$ cat src/rtl/pd10_pkg.sv
package pd10_pkg;

    localparam int PCL_W = 16;
    localparam int REG_W = 3;
    localparam int SREG_W = 2;
    localparam int CRF_W = 3;
    localparam int FLD_W = 6;
    localparam int OFF_W = 8;
    localparam int OPC_W = 5;
    localparam int CLS_W = 3;
    localparam int GRP_W = 3;

    localparam logic [GRP_W-1:0] GRP_JMP = 3'b000;
    localparam logic [GRP_W-1:0] GRP_EXT = 3'b001;
    localparam logic [GRP_W-1:0] GRP_ADD = 3'b010;
    localparam logic [GRP_W-1:0] GRP_SUB = 3'b011;
    localparam logic [GRP_W-1:0] GRP_AND = 3'b100;
    localparam logic [GRP_W-1:0] GRP_OR = 3'b101;
    localparam logic [GRP_W-1:0] GRP_FA = 3'b110;
    localparam logic [GRP_W-1:0] GRP_FS = 3'b111;

    localparam logic [1:0] SUB_JLR = 2'b00;
    localparam logic [1:0] SUB_JTR = 2'b01;
    localparam logic [1:0] SUB_CRF = 2'b10;
    localparam logic [1:0] SUB_MEM = 2'b11;

    localparam logic [CRF_W-1:0] CRF_INT = 3'd0;
    localparam logic [CRF_W-1:0] CRF_FLT = 3'd1;

    typedef enum logic [CLS_W-1:0] {
        CL_NONE = 3'd0,
        CL_JMP = 3'd1,
        CL_MEM = 3'd2,
        CL_INT = 3'd3,
        CL_LOG = 3'd4,
        CL_FP = 3'd5,
        CL_CRF = 3'd6
    } cls_e;

    typedef enum logic [OPC_W-1:0] {
        OP_NOP = 5'd0,
        OP_JMP = 5'd1,
        OP_JLR = 5'd2,
        OP_JTR = 5'd3,
        OP_LD = 5'd4,
        OP_ST = 5'd5,
        OP_ADD = 5'd6,
        OP_MUL = 5'd7,
        OP_SUB = 5'd8,
        OP_CMP = 5'd9,
        OP_AND = 5'd10,
        OP_NAND = 5'd11,
        OP_OR = 5'd12,
        OP_NOR = 5'd13,
        OP_FADD = 5'd14,
        OP_FABS = 5'd15,
        OP_FMUL = 5'd16,
        OP_FSUB = 5'd17,
        OP_FCMP = 5'd18,
        OP_CRF = 5'd19
    } op_e;

    typedef struct packed {
        cls_e cls;
        op_e opc;
        logic [REG_W-1:0] ra;
        logic [REG_W-1:0] rb;
        logic [REG_W-1:0] rd;
        logic a_zero;
        logic wr;
        logic cmp;
        logic [CRF_W-1:0] crf;
        logic lnk;
        logic cond_en;
        logic cond_inv;
        logic [1:0] cond_sel;
        logic [OFF_W-1:0] offs;
        logic ill;
    } uop_t;

    localparam uop_t UOP_NULL = '0;

    // signed halfword count -> signed byte offset
    function automatic logic [OFF_W-1:0] half_to_bytes(input logic [FLD_W-1:0] f);
        return {{(OFF_W-FLD_W-1){f[FLD_W-1]}}, f, 1'b0};
    endfunction

    function automatic logic [REG_W-1:0] short_reg(input logic [SREG_W-1:0] r);
        return {{(REG_W-SREG_W){1'b0}}, r};
    endfunction

endpackage

$ cat src/rtl/pd10_jmp_dec.sv
module pd10_jmp_dec
    import pd10_pkg::*;
(
    input  logic [10:1] f,
    output uop_t        uop
);
    logic is_rel;
    logic bad_cond;

    assign is_rel = (f[10:8] == GRP_JMP);
    assign bad_cond = !f[3] && f[2];

    always_comb begin
        uop = UOP_NULL;
        uop.cls = CL_JMP;
        uop.lnk = f[1];
        if (is_rel) begin
            uop.opc = OP_JMP;
            uop.offs = half_to_bytes(f[7:2]);
        end else if (bad_cond) begin
            uop = UOP_NULL;
            uop.ill = 1'b1;
        end else begin
            uop.opc = f[6] ? OP_JTR : OP_JLR;
            uop.cond_sel = f[5:4];
            uop.cond_en = f[3];
            uop.cond_inv = f[2];
        end
    end


    always_comb begin
        inv_only_chk: assert (!(uop.cond_inv && !uop.cond_en));
    end
endmodule

$ cat src/rtl/pd10_mem_dec.sv
module pd10_mem_dec
    import pd10_pkg::*;
(
    input  logic [5:1] f,
    output uop_t       uop
);
    logic [REG_W-1:0] addr_r;
    logic [REG_W-1:0] pair_r;

    assign addr_r = short_reg(f[5:4]);
    assign pair_r = short_reg(f[3:2]);

    always_comb begin
        uop = UOP_NULL;
        uop.cls = CL_MEM;
        uop.ra = addr_r;
        uop.rb = pair_r;
        if (f[1]) begin
            uop.opc = OP_ST;
        end else begin
            uop.opc = OP_LD;
            uop.rd = pair_r;
            uop.wr = 1'b1;
        end
    end


    always_comb begin
        short_regs_chk: assert (uop.ra < 3'd4 && uop.rb < 3'd4);
    end
endmodule

$ cat src/rtl/pd10_alu_dec.sv
module pd10_alu_dec
    import pd10_pkg::*;
(
    input  logic [10:1] f,
    output uop_t        uop
);
    logic [GRP_W-1:0] grp;
    logic [REG_W-1:0] ra;
    logic [REG_W-1:0] rb;
    logic alt;
    logic ra_nil;

    assign grp = f[10:8];
    assign rb = f[7:5];
    assign ra = f[4:2];
    assign alt = f[1];
    assign ra_nil = (ra == '0);

    always_comb begin
        uop = UOP_NULL;
        uop.ra = ra;
        uop.rb = rb;
        uop.rd = ra;
        uop.wr = 1'b1;
        unique case (grp)
            GRP_ADD: begin
                uop.cls = CL_INT;
                uop.opc = alt ? OP_MUL : OP_ADD;
            end
            GRP_SUB: begin
                uop.cls = CL_INT;
                uop.opc = alt ? OP_CMP : OP_SUB;
                uop.a_zero = ra_nil;
                if (alt) begin
                    uop.wr = 1'b0;
                    uop.rd = '0;
                    uop.cmp = 1'b1;
                    uop.crf = CRF_INT;
                end
            end
            GRP_AND: begin
                uop.cls = CL_LOG;
                uop.opc = alt ? OP_NAND : OP_AND;
            end
            GRP_OR: begin
                uop.cls = CL_LOG;
                uop.opc = alt ? OP_NOR : OP_OR;
                uop.a_zero = alt && ra_nil;
            end
            GRP_FA: begin
                uop.cls = CL_FP;
                if (alt) uop.opc = OP_FMUL;
                else uop.opc = ra_nil ? OP_FABS : OP_FADD;
            end
            GRP_FS: begin
                uop.cls = CL_FP;
                uop.opc = alt ? OP_FCMP : OP_FSUB;
                uop.a_zero = ra_nil;
                if (alt) begin
                    uop.wr = 1'b0;
                    uop.rd = '0;
                    uop.cmp = 1'b1;
                    uop.crf = CRF_FLT;
                end
            end
            default: uop = UOP_NULL;
        endcase
    end


    always_comb begin
        zero_field_chk: assert (!uop.a_zero || uop.ra == '0);
    end
endmodule

$ cat src/rtl/pd10_decode.sv
module pd10_decode
    import pd10_pkg::*;
(
    input  logic             clk,
    input  logic             rst,
    input  logic             in_vld,
    input  logic [PCL_W-1:0] in_pcl,
    output logic             out_vld,
    output logic [CLS_W-1:0] out_cls,
    output logic [OPC_W-1:0] out_opc,
    output logic [REG_W-1:0] out_ra,
    output logic [REG_W-1:0] out_rb,
    output logic [REG_W-1:0] out_rd,
    output logic             out_a_zero,
    output logic             out_wr,
    output logic             out_cmp,
    output logic [CRF_W-1:0] out_crf,
    output logic             out_lnk,
    output logic             out_cond_en,
    output logic             out_cond_inv,
    output logic [1:0]       out_cond_sel,
    output logic [OFF_W-1:0] out_offs,
    output logic             out_ill,
    output logic             out_stay
);
    logic [GRP_W-1:0] grp;
    logic [1:0] sub;
    logic unused_major;
    uop_t jmp_u, mem_u, alu_u, crf_u, nxt, q;
    logic q_vld, q_stay;

    assign grp = in_pcl[10:8];
    assign sub = in_pcl[7:6];
    assign unused_major = ^in_pcl[15:11];

    pd10_jmp_dec u_jmp (.f(in_pcl[10:1]), .uop(jmp_u));
    pd10_mem_dec u_mem (.f(in_pcl[5:1]), .uop(mem_u));
    pd10_alu_dec u_alu (.f(in_pcl[10:1]), .uop(alu_u));

    always_comb begin
        crf_u = UOP_NULL;
        crf_u.cls = CL_CRF;
        crf_u.opc = OP_CRF;
    end

    always_comb begin
        if (grp == GRP_JMP) begin
            nxt = jmp_u;
        end else if (grp == GRP_EXT) begin
            unique case (sub)
                SUB_JLR, SUB_JTR: nxt = jmp_u;
                SUB_MEM: nxt = mem_u;
                default: nxt = crf_u;
            endcase
        end else begin
            nxt = alu_u;
        end
    end

    always_ff @(posedge clk) begin
        if (rst) begin
            q <= UOP_NULL;
            q_vld <= 1'b0;
            q_stay <= 1'b0;
        end else begin
            q_vld <= in_vld;
            if (in_vld) begin
                q <= nxt;
                q_stay <= in_pcl[0];
            end
        end
    end

    assign out_vld = q_vld;
    assign out_cls = q.cls;
    assign out_opc = q.opc;
    assign out_ra = q.ra;
    assign out_rb = q.rb;
    assign out_rd = q.rd;
    assign out_a_zero = q.a_zero;
    assign out_wr = q.wr;
    assign out_cmp = q.cmp;
    assign out_crf = q.crf;
    assign out_lnk = q.lnk;
    assign out_cond_en = q.cond_en;
    assign out_cond_inv = q.cond_inv;
    assign out_cond_sel = q.cond_sel;
    assign out_offs = q.offs;
    assign out_ill = q.ill;
    assign out_stay = q_stay;


    vld_follow_chk: assert property (@(posedge clk) disable iff (rst)
        in_vld |=> out_vld);

    idle_hold_chk: assert property (@(posedge clk) disable iff (rst)
        !in_vld |=> (!out_vld && $stable(out_opc) && $stable(out_rd) && $stable(out_offs)));

    ill_quiet_chk: assert property (@(posedge clk) disable iff (rst)
        out_ill |-> !(out_wr || out_cmp || out_lnk || out_cond_en || out_a_zero));

    cmp_target_chk: assert property (@(posedge clk) disable iff (rst)
        out_cmp |-> (!out_wr && out_crf <= CRF_FLT));

    cond_pair_chk: assert property (@(posedge clk) disable iff (rst)
        out_cond_inv |-> out_cond_en);
endmodule

$ cat config.mk
export PLATFORM = sky130hd
export DESIGN_NAME = pd10_decode
export DESIGN_NICKNAME = d
export VERILOG_FILES = /design/src/rtl/pd10_pkg.sv /design/src/rtl/pd10_jmp_dec.sv /design/src/rtl/pd10_mem_dec.sv /design/src/rtl/pd10_alu_dec.sv /design/src/rtl/pd10_decode.sv
export SDC_FILE = /design/constraint.sdc
export NUM_CORES = 1
export LEC_CHECK = 0
export BUFFER_PORTS_ARGS = -buffer_cell sky130_fd_sc_hd__buf_2
export CAP_MARGIN = 20
export CORE_MARGIN = 8
export CORE_UTILIZATION = 35
export DETAILED_ROUTE_END_ITERATION = 10
export HOLD_SLACK_MARGIN = 0.15
export SLEW_MARGIN = 10
export SYNTH_ARGS = -nofsm -noshare
export SYNTH_HDL_FRONTEND = slang
export SYNTH_HIERARCHICAL = 1
export SYNTH_SLANG_ARGS = --single-unit
$ cat constraint.sdc
create_clock -name clk -period 1.15 [get_ports clk]
set_input_delay 0.0575 -clock clk [delete_from_list [all_inputs] [get_ports clk]]
set_output_delay 0.0575 -clock clk [all_outputs]
set_load 0.005 [all_outputs]
Yosys cells after proc, flatten, opt, wreduce, memory -nomap -nowiden
Index checks and enable logic that the tools add are counted.
{"block": "classes", "n_eq_ne": 9, "muxes": 32, "reduce_logical": 10}
{"op": "2-to-1 mux 37 bit", "count": 2}
{"op": "case mux 37 bit (2 select lines)", "count": 1}
{"op": "case mux 8 bit (6 select lines)", "count": 1}
{"op": "2-to-1 mux 5 bit", "count": 6}
{"op": "case mux 5 bit (3 select lines)", "count": 1}
{"op": "2-to-1 mux 1 bit", "count": 13}
{"op": "equality test 3 bit, second input constant", "count": 4}
{"op": "2-to-1 mux 8 bit", "count": 1}
{"op": "equality test 3 x 2 -> 1 bit, second input constant", "count": 2}
{"op": "logical NOT 3 bit", "count": 2}
{"op": "2-to-1 mux 6 bit", "count": 1}
{"op": "case mux 3 bit (2 select lines)", "count": 1}
{"op": "OR reduction 6 bit", "count": 1}
{"op": "2-to-1 mux 2 bit", "count": 2}
{"op": "2-to-1 mux 4 bit", "count": 1}
{"op": "OR reduction 2 bit", "count": 2}
{"op": "OR reduction 4 bit", "count": 1}
{"op": "equality test 3 x 1 -> 1 bit, second input constant", "count": 1}
{"op": "2-to-1 mux 3 bit", "count": 1}
{"op": "equality test 2 x 1 -> 1 bit, second input constant", "count": 1}
{"op": "equality test 2 bit, second input constant", "count": 1}
{"op": "logical AND 1 bit", "count": 2}
{"op": "logical NOT 2 bit", "count": 1}
{"op": "case mux 1 bit (2 select lines)", "count": 1}
{"op": "logical NOT 1 bit", "count": 1}
{"block": "word_totals", "regBits": 39, "output_inout_bits": 39, "input_bits": 19, "wordCells": 68}

Longest topological paths before layout
Gate-level depths: netlist of the first run.
{"block": "logic_depth", "depth_word": 7, "ltp_mapped": 6, "depth_no_buf": 5}

Hierarchy
The synthesis of the first run kept the hierarchy.
{"mod": "pd10_decode", "n_inst": 1, "seq_area_each_um2": 780.7, "area_each_um2": 2586.2, "cells_per_inst": 226}
{"mod": "pd10_alu_dec", "n_inst": 1, "seq_area_each_um2": 0.0, "area_each_um2": 364.1, "cells_per_inst": 55}
{"mod": "pd10_jmp_dec", "n_inst": 1, "seq_area_each_um2": 0.0, "area_each_um2": 291.5, "cells_per_inst": 42}
{"mod": "pd10_mem_dec", "n_inst": 1, "seq_area_each_um2": 0.0, "area_each_um2": 279.0, "cells_per_inst": 39}

Worst setup path after synthesis of the first run
No wires, ideal clock.
{"block": "synth_timing", "kind": "input to register", "from": "input in_pcl[9]", "to": "register q, in the netlist out_cond_inv", "stages": 4, "arrival_ns": 0.960, "required_ns": 1.004, "path_buffers": 0, "setup_slack_ns": 0.044, "setup_ns": 0.146, "path_cell_list": "or3_4 -> and3_1 -> a221oi_2 -> a211oi_2"}
{"element": "from (decl)", "line": "pd10_decode.sv:7", "text": "input logic [PCL_W-1:0] in_pcl,"}
{"element": "to (signal assigned)", "line": "pd10_decode.sv:68", "text": "q <= nxt;"}
{"element": "to (decl)", "line": "pd10_decode.sv:29", "text": "uop_t jmp_u, mem_u, alu_u, crf_u, nxt, q;"}

==> results.cfg, run 1 <==
[die]
core_region_area_mm2 = 0.00977
die_w_um = 116
initial_core_util_pct = 36.0
io_pins = 58
rows = 36
die_y_um = 116
die-area_mm2 = 0.0135

[clock_network]
clockRootBuffer = clkbuf_8
numClockSinks = 39
htree_levels = 2
cts_tree = built
path_clk_slew_ns = 0.09
cts_buffers = 5
clock_path_buffers = 2
clock_latency_ns = 0.30

[placement]
place_congestion = 0.842
place_ws_ns = -0.196
placedInstanceArea_mm2 = 0.00380
dp_hpwl_um = 6550
port_buffers = 52

[yosys]
ys_top_cells_by_area = dfxtp_1 (22%), buf_4 (16%), a221oi_2 (13%)
synth-seq-cells = 39
synth_top_area_share_pct = 22.2
synth_warnings = 6
syn_area_per_cell_um2 = 9.73
syn_inst = 362
syn_area_mm2 = 0.00352
yosysTopAreaCell = dfxtp_1
yosysSeqAreaShare_pct = 22.2
ys_types = 43

[grt]
antenna_found_initial = 0
grt_pass1_wl_um = 14400
track_usage_pct = 13.5
grt_pass1_vias = 2798
grt_overflow = 0
grt_start_max_net_pins = 26

[sta]
finalMaxSlewViolations = 0
fin_ws_ns = 0.0617
fmax_mhz = 919
setup_viol_count_final = 0
fin_crit_ns = 1.09
finalSetupTns_ns = 0
fin_crit_sh_pct = 94.6
clock_skew_ns = 0
final_hold_viol_count = 0
rsz0062_at_grt = no

[critical_path]
start_kind = primary input
startpoint = in_pcl[5]
reg2regPathDepth = 2
path_max_fanout = 4
reg2reg_from = out_rb[0]
worst-setup-path-type = primary input to flip-flop
max_stage_delay_ns = 0.54
worstPathRequired_ns = 1.33
critPathSlowestCell = dlygate4sd3_1
endpoint_kind = flip-flop
worstPathArrival_ns = 1.26
worstPathCellList = dlygate4sd3_1, buf_4, and2_1, a221oi_2, a211oi_2

[min_path]
worst_hold_path.num_cells = 4
hp-class = primary input to flip-flop
min_from = in_pcl[4]

[power]
p_per_area_mw_per_mm2 = 880
p_leak_nw = 1.62
irDropWorstVdd_v = 0.000482
finalPower_mw = 3.46

[route]
via_count = 2670
drtPass1Iterations = 4
ant_nets = 0
first_iter_violations = 89
wl_um = 8730
routed_via_density = 4.69
drcViolationCount = 0
detail_route.wl_per_cell_um = 15.3

[final_layout]
diodes = 0
drive_gt1_share_pct = 48.9
fin_nets = 454
syn2layout_area_growth_pct = 11.5
final_area_mm2 = 0.00393
fill_cells = 991

[status]
status = completed

[flow_run]
maxCapViolCount = 0
## where the power goes
part | internal, mW | total [mW] | switching [mW] | leakage (nW)
sequential | 1.45 | 1.49 | 0.0471 | 0.323
clock | 0.417 | 0.955 | 0.539 | 0.0477
combinational | 0.445 | 1.01 | 0.563 | 1.25
total | 2.31 | 3.46 | 1.15 | 1.62
## synthesized netlist by cell type (all sizes together)
| library cell | count |
|---|---|
| buf | 94 |
| nor2 | 45 |
| dfxtp | 39 |
| nand3 | 32 |
| a211oi | 31 |
| a221oi | 30 |
| nor2b | 11 |
| and2 | 10 |
| clkbuf | 9 |
| nand2 | 7 |
| nand3b | 7 |
| a22o | 5 |
| and3 | 5 |
| o221a | 5 |
| conb | 4 |
| nand2b | 4 |
| inv | 3 |
| o21ai | 3 |
| a2111oi | 2 |
| a22oi | 2 |
| a31o | 2 |
| nor3 | 2 |
| a211o | 1 |
| a21boi | 1 |
| a21o | 1 |
| a2bb2oi | 1 |
| and4bb | 1 |
| mux2i | 1 |
| o31ai | 1 |
| or2 | 1 |
| or3 | 1 |
| or4b | 1 |
## path summary, 6_finish.rpt
kind / slack [ns] / end
max: 0.06 / out_offs[4]
max reg2reg: 0.19 / out_rb[0]
min: 0.19 / out_ra[0]
min reg2reg: 0.48 / out_opc[4]
## kinds of logic after synthesis
logic type,share of synthesized area [%]
and+or+nand+nor,23.8
AOI/OAI and AO/OA,30.0
other,0.426
DFF,22.2
muxes,0.284
buffers and inverters,23.3
## registers in the layout, summed over array words and instances, names as in the netlist, 2 cells and up
signal / cells
out_offs: 8
out_opc: 5
out_cls: 3
out_crf: 3
out_ra: 3
out_rb: 3
out_rd: 3
out_cond_sel: 2
## area by class of cell
| class | count | area (µm²) | share of cell area [%] |
|---|---|---|---|
| sequential | 39 | 781 | 19.9 |
| inverter | 3 | 11.3 | 0.287 |
| timing repair buffer | 107 | 723 | 18.4 |
| clock buffer | 5 | 68.8 | 1.75 |
| multi-input combinational | 279 | 2160 | 55.0 |
| clock inverter | 3 | 15.0 | 0.382 |
| tap | 133 | 166 | 4.24 |
## through the flow
| stage | utilization (%) | hold slack, ns | instances |
|---|---|---|---|
| finish | 40.2 | 0.192 | 569 |
| detailed placement | 38.9 | 0.305 | 557 |
| floorplan | - | 0.205 | 424 |
| global placement | 38.9 | 0.300 | 557 |
| global route | 40.2 | 0.197 | 569 |
| CTS | 40.1 | 0.176 | 569 |
## repair_timing
| action | in CTS | in global routing |
|---|---|---|
| resized for setup | 0 | 2 |
| setup endpoints to repair | 0 | 1 |
| hold buffers | 4 | 0 |
| endpoints found under the hold margin | 4 | 0 |
| buffers inserted | 0 | 0 |
## worst max-delay path: cells and delay by family
kind / cells / cell delay [ns]
buffers and inverters: 2 / 0.70
and+or+nand+nor: 1 / 0.14
AOI/OAI and AO/OA: 2 / 0.36
## cell usage in the layout (no fill, tap or decap), drive strengths merged
cell type      n
mux2i          1
o31ai          1
nor2b         11
conb          66
a2111oi        2
and2          10
a22o           5
o221a          5
a211oi        31
clkbuf         5
and4bb         1
nand2b         4
dlygate4sd3    4
nand3b         7
a221oi        30
or4b           1
a22oi          2
a21boi         1
buf          103
or2            1
inv            3
clkinv         3
a31o           2
dfxtp         39
o21ai          3
nand2          7
a211o          1
a2bb2oi        1
or3            1
a21o           1
nand3         32
and3           5
nor3           2
nor2          45
## routing by layer
layer / routed length, µm / up-vias / part of all wire [%] / track usage [%]
met1: 4020 / 1305 / 46 / 16.4
met4: 81 / 0 / 0.93 / 3.98
met3: 344 / 6 / 3.9 / 2.90
li1: - / 1316 / - / -
met5: 0 / - / 0 / 0
met2: 4290 / 43 / 49 / 23.4
Note: power is estimated with default switching activity, not from simulation.
==> inputs of run 2 (changes only) <==
- REMOVE_ABC_BUFFERS: default -> 1
==> results.cfg, run 2 (synthesis gave the netlist of run 1 again) <==
[critical_path]
endpoint_kind = flip-flop
critPathSlowestCell = dlygate4sd3_1
start_kind = primary input
cp_num_cells = 5
worstPathCellList = dlygate4sd3_1, buf_2, and3_1, a221oi_2, a211oi_2
worstPathRequired_ns = 1.32
cp_num_buf_inv = 2
max_stage_delay_ns = 0.53
path_max_fanout = 4
crit_family = buffers and inverters
worst-setup-path-type = primary input to flip-flop
reg2regPathDepth = 2
worstPathArrival_ns = 1.27

[route]
routed_via_density = 4.57
first_iter_violations = 98
via_count = 2608
drtPass1Iterations = 4
detail_route.wl_per_cell_um = 14.3
drcViolationCount = 0
wl_um = 8150
ant_nets = 0

[final_layout]
fill_cells = 1015
syn2layout_area_growth_pct = 11.8
layout_commonest_cell = conb_1
largest_reg_flops = 8
fin_nets = 456
final_cell_mix = conb_1 (66), buf_2 (52), buf_4 (50)
final_area_mm2 = 0.00394
diodes = 0
drive_gt1_share_pct = 48.6

[die]
die-area_mm2 = 0.0135
io_pins = 58
die_w_um = 116
initial_core_util_pct = 36.0
rows = 36
core_region_area_mm2 = 0.00977
die_y_um = 116

[grt]
grt_start_max_net_pins = 23
track_usage_pct = 12.7
grt_pass1_vias = 2770
antenna_found_initial = 0
grt_overflow = 0
grt_pass1_wl_um = 13900

[power]
finalPower_mw = 3.42
clkPwrFrac_pct = 27.2
pwr-share-comb_pct = 29.1
p_seq_share_pct = 43.7
p_leak_nw = 1.63
p_per_area_mw_per_mm2 = 869
netSwitchingFraction_pct = 32.1
irDropWorstVdd_v = 0.000340
p_int_mw = 2.32
p_switching_mw = 1.10

[sta]
rsz0062_at_grt = no
clock_skew_ns = 0
fin_crit_sh_pct = 95.2
finalMaxSlewViolations = 0
final_hold_viol_count = 0
fin_crit_ns = 1.09
finalSetupTns_ns = 0
fin_ws_ns = 0.0557
fmax_mhz = 914
setup_viol_count_final = 0

[flow_run]
maxCapViolCount = 0

[clock_network]
htree_levels = 2
path_clk_slew_ns = 0.08
clockRootBuffer = clkbuf_8
cts_buffers = 5
cts_tree = built
numClockSinks = 39
clock_path_buffers = 2
clock_latency_ns = 0.29

[placement]
dp_hpwl_um = 6440
placedInstanceArea_mm2 = 0.00380
place_ws_ns = -0.214
port_buffers = 52
place_congestion = 0.756

[min_path]
worst_hold_path.num_cells = 3
hp-class = primary input to flip-flop

[status]
status = completed
-- run 2: cell count changes in the layout (fill, tap and decap cells not counted) --
cell and delta:
clkbuf_1 +2, clkinv_2 -2, buf_2 +1, buf_4 +1
-- run 2: power by group through the flow --
| stage | clock (mW) | combinational (mW) | sequential [mW] |
|---|---|---|---|
| finish | 0.931 | 0.995 | 1.50 |
| global route | 1.04 | 1.10 | 1.51 |
| CTS | 0.986 | 1.00 | 1.50 |
| detailed placement | 0 | 0.987 | 1.53 |
| global placement | 0 | 0.973 | 1.53 |
| floorplan | 0 | 0.495 | 1.53 |
-- run 2: final cells by class --
class | count | area [µm²] | share of cell area, %
clock buffers | 7 | 76.3 | 1.94
multi-input cells | 279 | 2160 | 54.9
clock inverters | 1 | 5.00 | 0.127
inverters | 3 | 11.3 | 0.286
repair buffers | 109 | 736 | 18.7
flip-flops and latches | 39 | 781 | 19.8
well taps | 133 | 166 | 4.23
-- run 2: path summary, 6_finish.rpt --
path,start,endpoint,slack (ns)
max,in_pcl[5],out_cond_sel[1],0.06
min,rst,out_rd[2],0.17
max reg2reg,out_rd[2],out_rd[2],0.21
min reg2reg,out_opc[4],out_opc[4],0.49
-- run 2: metal layers --
layer,GRT usage (%),vias to the layer above,wire length [µm]
met5,0,-,0
met4,3.03,0,87
met3,2.95,6,365
met2,21.9,32,3970
met1,15.7,1252,3730
li1,-,1318,-
-- run 2: worst reg2reg max path: stages (launching register included) --
cell and delay (ns):
dfxtp_1 0.38, a22oi_1 0.12, a2111oi_2 0.35
-- run 2: repair_timing --
item / in CTS / in global routing
setup buffers: 0 / 1
setup endpoints to repair: 0 / 4
hold endpoints to repair: 4 / 0
gates resized for setup: 0 / 1
hold buffers: 5 / 0
-- run 2: per-stage QoR --
step | hold WS [ns] | std cells | util [%]
after floorplan | 0.122 | 321 | -
after global placement | 0.302 | 558 | 38.9
after detailed placement | 0.304 | 558 | 38.9
after CTS | 0.154 | 571 | 40.3
after global routing | 0.199 | 571 | 40.3
final | 0.173 | 571 | 40.3
